==> config.mk <==
export PLATFORM = sky130hd
export DESIGN_NAME = tio_ctrl
export DESIGN_NICKNAME = d
export VERILOG_FILES = /design/src/rtl/tio_pkg.sv /design/src/rtl/tio_in_port.sv /design/src/rtl/tio_out_port.sv /design/src/rtl/tio_irq.sv /design/src/rtl/tio_ctrl.sv
export SDC_FILE = /design/constraint.sdc
export NUM_CORES = 1
export LEC_CHECK = 0
export BUFFER_PORTS_ARGS = -buffer_cell sky130_fd_sc_hd__buf_2
export CORE_MARGIN = 2
export CORE_UTILIZATION = 43
export CTS_BUF_LIST = sky130_fd_sc_hd__clkbuf_8
export DETAILED_ROUTE_END_ITERATION = 16
export MAX_ROUTING_LAYER = met4
export PLACE_DENSITY = 0.8
export SLEW_MARGIN = 25
export SYNTH_ARGS = -nofsm -noshare
export SYNTH_HDL_FRONTEND = slang
export SYNTH_SLANG_ARGS = --single-unit
==> constraint.sdc <==
create_clock -name clk -period 1 [get_ports clk]
set_input_delay 0.15 -clock clk [delete_from_list [all_inputs] [get_ports clk]]
set_output_delay 0.15 -clock clk [all_outputs]
set_load 0.02 [all_outputs]
==> src/rtl/tio_pkg.sv <==
package tio_pkg;
  // position of each command within ir_sel (instruction bits 11..6)
  localparam int SEL_W   = 6;
  localparam int SEL_INP = 5;
  localparam int SEL_OUT = 4;
  localparam int SEL_SKI = 3;
  localparam int SEL_SKO = 2;
  localparam int SEL_ION = 1;
  localparam int SEL_IOF = 0;

  typedef struct packed {
    logic take;   // input char to accumulator
    logic put;    // output char from accumulator
    logic ski;
    logic sko;
    logic ien_on;
    logic ien_off;
  } io_cmd_t;
endpackage

==> src/rtl/tio_in_port.sv <==
module tio_in_port #(
  parameter int CHAR_W = 8
) (
  input  logic              clk,
  input  logic              rst_n,
  input  logic              kbd_valid,
  input  logic [CHAR_W-1:0] kbd_data,
  input  logic              take,
  output logic              kbd_ready,
  output logic [CHAR_W-1:0] rx_q,
  output logic              rx_full,
  output logic              overrun
);
  logic accept, drop;

  assign kbd_ready = ~rx_full;
  assign accept    = kbd_valid & ~rx_full;
  assign drop      = kbd_valid & rx_full;

  always_ff @(posedge clk) begin
    if (!rst_n) begin
      rx_q    <= '0;
      rx_full <= 1'b0;
      overrun <= 1'b0;
    end else begin
      if (accept) rx_q <= kbd_data;
      // an arriving character outranks the drain of an empty register
      if (accept)    rx_full <= 1'b1;
      else if (take) rx_full <= 1'b0;
      if (drop)      overrun <= 1'b1;
      else if (take) overrun <= 1'b0;
    end
  end

  p_accept_fills_r2: assert property (@(posedge clk) disable iff (!rst_n)
    kbd_valid && kbd_ready |=> rx_full && !kbd_ready);
  p_drop_keeps_char_r3: assert property (@(posedge clk) disable iff (!rst_n)
    kbd_valid && !kbd_ready |=> overrun && $stable(rx_q));
  p_take_empties_r4: assert property (@(posedge clk) disable iff (!rst_n)
    take && !kbd_valid |=> kbd_ready);
endmodule

==> src/rtl/tio_out_port.sv <==
module tio_out_port #(
  parameter int CHAR_W = 8
) (
  input  logic              clk,
  input  logic              rst_n,
  input  logic              put,
  input  logic [CHAR_W-1:0] ac_low,
  input  logic              prn_done,
  output logic              prn_valid,
  output logic [CHAR_W-1:0] prn_data,
  output logic              tx_empty
);
  always_ff @(posedge clk) begin
    if (!rst_n) begin
      prn_data  <= '0;
      tx_empty  <= 1'b1;
      prn_valid <= 1'b0;
    end else begin
      prn_valid <= put;
      if (put) prn_data <= ac_low;
      // a fresh character outranks a completion seen in the same cycle
      if (put)           tx_empty <= 1'b0;
      else if (prn_done) tx_empty <= 1'b1;
    end
  end

  p_put_announces_r5: assert property (@(posedge clk) disable iff (!rst_n)
    put |=> prn_valid && !tx_empty && prn_data == $past(ac_low));
  p_done_sets_empty_r6: assert property (@(posedge clk) disable iff (!rst_n)
    prn_done && !put |=> tx_empty);
endmodule

==> src/rtl/tio_irq.sv <==
module tio_irq #(
  parameter int STEP_W = 4
) (
  input  logic              clk,
  input  logic              rst_n,
  input  logic              ien_on,
  input  logic              ien_off,
  input  logic              rx_full,
  input  logic              tx_empty,
  input  logic [STEP_W-1:0] t_step,
  output logic              irq_pending,
  output logic              int_save,
  output logic              int_store,
  output logic              int_finish
);
  localparam logic [STEP_W-1:0] STEP_SAVE   = STEP_W'(0);
  localparam logic [STEP_W-1:0] STEP_STORE  = STEP_W'(1);
  localparam logic [STEP_W-1:0] STEP_FINISH = STEP_W'(2);

  logic ien, in_fetch_window, raise;

  assign in_fetch_window = (t_step <= STEP_FINISH);
  assign raise           = ien & (rx_full | tx_empty) & ~in_fetch_window;

  assign int_save   = irq_pending & (t_step == STEP_SAVE);
  assign int_store  = irq_pending & (t_step == STEP_STORE);
  assign int_finish = irq_pending & (t_step == STEP_FINISH);

  always_ff @(posedge clk) begin
    if (!rst_n) begin
      ien         <= 1'b0;
      irq_pending <= 1'b0;
    end else begin
      if (int_finish)   ien <= 1'b0;
      else if (ien_off) ien <= 1'b0;
      else if (ien_on)  ien <= 1'b1;
      if (int_finish)   irq_pending <= 1'b0;
      else if (raise)   irq_pending <= 1'b1;
    end
  end

  p_no_raise_in_window_r9: assert property (@(posedge clk) disable iff (!rst_n)
    !irq_pending && in_fetch_window |=> !irq_pending);
  p_finish_clears_r10: assert property (@(posedge clk) disable iff (!rst_n)
    int_finish |=> !irq_pending && !ien);
  p_off_wins_r8: assert property (@(posedge clk) disable iff (!rst_n)
    ien_off |=> !ien);
  p_one_strobe_r10: assert property (@(posedge clk) disable iff (!rst_n)
    $onehot0({int_save, int_store, int_finish}));
endmodule

==> src/rtl/tio_ctrl.sv <==
module tio_ctrl #(
  parameter int CHAR_W = 8,
  parameter int STEP_W = 4
) (
  input  logic                       clk,
  input  logic                       rst_n,
  input  logic                       kbd_valid,
  input  logic [CHAR_W-1:0]          kbd_data,
  output logic                       kbd_ready,
  output logic                       kbd_overrun,
  output logic                       prn_valid,
  output logic [CHAR_W-1:0]          prn_data,
  input  logic                       prn_done,
  input  logic                       io_exec,
  input  logic [tio_pkg::SEL_W-1:0]  ir_sel,
  input  logic [CHAR_W-1:0]          ac_low,
  output logic                       ac_load,
  output logic [CHAR_W-1:0]          ac_data,
  output logic                       pc_skip,
  input  logic [STEP_W-1:0]          t_step,
  output logic                       irq_pending,
  output logic                       int_save,
  output logic                       int_store,
  output logic                       int_finish
);
  import tio_pkg::*;

  io_cmd_t           cmd;
  logic              rx_full, tx_empty;
  logic [CHAR_W-1:0] rx_q;

  always_comb begin
    cmd         = '0;
    cmd.take    = io_exec & ir_sel[SEL_INP];
    cmd.put     = io_exec & ir_sel[SEL_OUT];
    cmd.ski     = io_exec & ir_sel[SEL_SKI];
    cmd.sko     = io_exec & ir_sel[SEL_SKO];
    cmd.ien_on  = io_exec & ir_sel[SEL_ION];
    cmd.ien_off = io_exec & ir_sel[SEL_IOF];
  end

  tio_in_port #(.CHAR_W(CHAR_W)) u_in (
    .clk(clk), .rst_n(rst_n), .kbd_valid(kbd_valid), .kbd_data(kbd_data),
    .take(cmd.take), .kbd_ready(kbd_ready), .rx_q(rx_q), .rx_full(rx_full),
    .overrun(kbd_overrun)
  );

  tio_out_port #(.CHAR_W(CHAR_W)) u_out (
    .clk(clk), .rst_n(rst_n), .put(cmd.put), .ac_low(ac_low),
    .prn_done(prn_done), .prn_valid(prn_valid), .prn_data(prn_data),
    .tx_empty(tx_empty)
  );

  tio_irq #(.STEP_W(STEP_W)) u_irq (
    .clk(clk), .rst_n(rst_n), .ien_on(cmd.ien_on), .ien_off(cmd.ien_off),
    .rx_full(rx_full), .tx_empty(tx_empty), .t_step(t_step),
    .irq_pending(irq_pending), .int_save(int_save), .int_store(int_store),
    .int_finish(int_finish)
  );

  assign ac_load = cmd.take;
  assign ac_data = rx_q;
  assign pc_skip = (cmd.ski & rx_full) | (cmd.sko & tx_empty);

  p_idle_quiet_r11: assert property (@(posedge clk) disable iff (!rst_n)
    !io_exec |-> !ac_load && !pc_skip);
endmodule

==> results by group <==
Clocking
  – Clock sinks: 22
  – H-tree levels: 1
  – Clk_lat worst skew: between 0.2 and 0.3 ns
  – Clock root buffer: clkbuf_8
  – CTS tree: built
  – CTS buffer count: 3
  – CTS clk-pin slew, worst paths: 0.09 ns
  – CTS Buffer Depth: 2

Logic synthesis
  – Post-synth top area share: between 50% and 60%
  – Syn_area_per_cell: approximately 8.4 sq um
  – Mapped Nets: 135
  – Main area contributors after synthesis: dfxtp_1 (51%), nand2_1 (16%), a21boi_1 (14%), nor2b_1 (2.9%), a22oi_1 (1.7%)
  – Synth area leader: dfxtp_1
  – Cells after Synth: about 100
  – Number of synthesis warnings: 0
  – Number of library cell types mapped by synthesis: 19
  – Post-Syn Area: between 800 and 900 sq um
  – Synth Register Bits: 22
  – Sequential share of the synthesized area: ~51%

Floorplanning
  – I/O pin cnt: 56
  – DIE WIDTH: 49 um
  – Initial Utilization: between 40% and 50%
  – DIE HEIGHT: around 50 um
  – Core area: 1940 sq um
  – Row count: 16
  – Die area: around 2400 sq um

Global routing
  – Largest net degree at the start of global routing: 23
  – Initial antenna violation count: 0
  – First-pass GRT wire length: around 3.7 mm
  – Total GRT Usage: 20.4%
  – Number of global-route vias before repair: between 800 and 900
  – Global route overflow: 0

Route
  – Routed length per instance: 12.1 um
  – Via count: 904
  – Drt first pass iters: 4
  – Drt drc: 0
  – Via density: about 4.8
  – Post-route ant nets: 0
  – Post-Route WL: ~2.3 mm
  – Drt first-iter violations: 14

Placement
  – Final HPWL DP: roughly 1.7 mm
  – Number of I/O port buffers: 55
  – GP Congestion: ~0.71
  – Dpl cell area: around 1200 sq um
  – DP Worst Slack: -0.0595 ns

Min path
  – Depth of the worst hold-timing path: 3
  – Worst Hold Path EP: u_out.prn_data[1]
  – Hold Path Origin: ac_low[1]
  – Hold Path Class: in -> reg

Pwr
  – P_leak: between 0.6 and 0.7 nW
  – Clock power share: about two fifths
  – Max IR drop VDD: about 1.2 mV
  – Int Pwr: about 0.0016 W
  – Psw: 0.000509 W
  – Sequential Power Share: between 40% and 50%
  – Comb pwr share: between 10% and 20%
  – Switch share: 24.0%
  – PD cells: around 1600 nW/um^2

Timing
  – Fmax: roughly 870 MHz
  – Fin worst setup slack: -0.150 ns
  – Fin crit share: 115%
  – Minimum clock period: approximately 1.1 ns
  – Endpoints failing hold: 0
  – Setup violations, final: 6
  – Slew headroom: 79.2%
  – Clock skew: around 0.0070 ns
  – Slew @ Worst Pin: around 0.31 ns
  – WHS: between 0.1 and 0.15 ns
  – RSZ-0062 raised after global routing: yes
  – Final count of pins violating max slew: 0

Critical path
  – Critical path startpoint category: flop
  – Worst R2R Start: u_in.rx_full
  – Worst-path maximum fanout: 5
  – R2R Setup Slk: -0.01 ns
  – CP max-delay cell: dfxtp_2
  – Max incr delay on CP: between 0.3 and 0.4 ns
  – R2R depth: 4
  – Critical path endpoint category: primary output
  – Crit path required time: approximately 0.85 ns
  – CP bufs+invs: 1
  – Classification of the worst setup path: reg -> out
  – Critical Path AT: 1.00 ns
  – Reg2reg end: u_irq.irq_pending
  – Critical path's top delay family: flip-flops
  – Cell Chain, Critical Path: and4b_2 -> buf_6

Layout
  – Most common cell after layout, fill and taps aside: buf_2
  – Diode count: 0
  – # fillers: approximately 190
  – Final Cell Area: between 1000 and 1500 sq um
  – Fin nets: approximately 190
  – Layout cells sized above 1: between 40% and 50%
  – Final Util: around two thirds
  – Area delta synth->final: 50.1%
  – Commonest non-fill, non-tap cells in the layout: buf_2 (50), nand2_1 (36), dfxtp_1 (19), a21boi_1 (15), buf_6 (5)

Outcome
  – Status: complete, but fails checks
  – Failing checks: setup timing

Run
  – Maximum capacitance violations: 0
[flip-flops by register name (all words and copies together), names as in the netlist]
signal and cells:
u_in.rx_full 1, u_irq.ien 1, u_out.prn_data 8, u_in.overrun 1, u_irq.irq_pending 1, u_out.tx_empty 1
u_out.prn_valid 1, u_in.rx_q 8
[synthesized netlist by cell type (all sizes together)]
cell    number
a21oi        2
and3         2
a21boi      16
nor2b        4
o21ai        2
a22oi        2
dfxtp       22
clkbuf       2
and4b        1
nand2       37
nor2         3
nor3         2
buf          3
and3b        1
inv          2
and2         1
nand2b       1
o221a        1
[power groups by stage]
| stage | logic [W] | registers [W] | clock network [W] |
|---|---|---|---|
| after floorplan | 0.000126 | 0.00102 | 0 |
| after global placement | 0.000296 | 0.000970 | 0 |
| after detailed placement | 0.000306 | 0.000973 | 0 |
| after CTS | 0.000339 | 0.000951 | 0.000830 |
| after global routing | 0.000378 | 0.000959 | 0.000865 |
| final | 0.000344 | 0.000953 | 0.000824 |
[worst register-to-register path, stage by stage, from the launching register on]
cell and delay [ns]:
dfxtp_4 0.36, buf_6 0.13, o21ai_2 0.14, nor2_1 0.05
o221a_2 0.23
[worst max path at each step]
| stage | start | endpoint | slack, ns | depth (start not counted) |
|---|---|---|---|---|
| global route | u_irq.irq_pending | int_finish | -0.19 | 2 |
| CTS | u_irq.irq_pending | int_finish | -0.15 | 2 |
| detailed placement | u_in.rx_full | u_in.rx_q[1] | -0.06 | 3 |
| finish | u_irq.irq_pending | int_finish | -0.15 | 2 |
| global placement | t_step[3] | int_save | 0.008 | 4 |
| floorplan | u_irq.irq_pending | u_irq.ien | 0.02 | 2 |
[what timing repair did]
action | 4_1_cts | 5_1_grt
hold buffers | 0 | 0
resized for setup | 21 | 3
buffers inserted | 1 | 0
pin swaps | 1 | 4
endpoints found under the setup margin | 13 | 14
[cell families (layout without fill, tap and decap cells)]
| family | count (synthesis) | after routing | synth area share, % |
|---|---|---|---|
| DFF | 22 | 22 | 50.6 |
| and+or+nand+nor | 52 | 52 | 26.3 |
| buffers and inverters | 7 | 63 | 4.02 |
| AOI/OAI and AO/OA | 23 | 23 | 19.1 |
[layout make-up]
class	instances	area [sq um]	area share, %
Sequential cell	22	447	34.2
Multi-Input combinational cell	75	427	32.6
Timing Repair Buffer	57	322	24.6
Clock buffer	3	41.3	3.16
Tap cell	27	33.8	2.58
Clock inverter	1	30.0	2.30
Inverter	2	7.51	0.574
[metrics by stage]
stage / power [W] / instances / setup TNS (ns)
5_1_grt: 0.00220 / 187 / -0.876
6_report: 0.00212 / 187 / -0.459
4_1_cts: 0.00212 / 187 / -0.460
3_5_place_dp: 0.00128 / 182 / -0.225
2_1_floorplan: 0.00115 / 104 / 0
3_3_place_gp: 0.00127 / 182 / 0
[routing by layer]
layer  share of wire, %  vias up  track usage (%)
met5                  0        -                -
li1                   -      450                -
met3                3.9        2             4.29
met2                 55       27             38.8
met4               0.75        0             3.33
met1                 41      425             21.9
No activity file was read; power rests on OpenSTA's default activity.
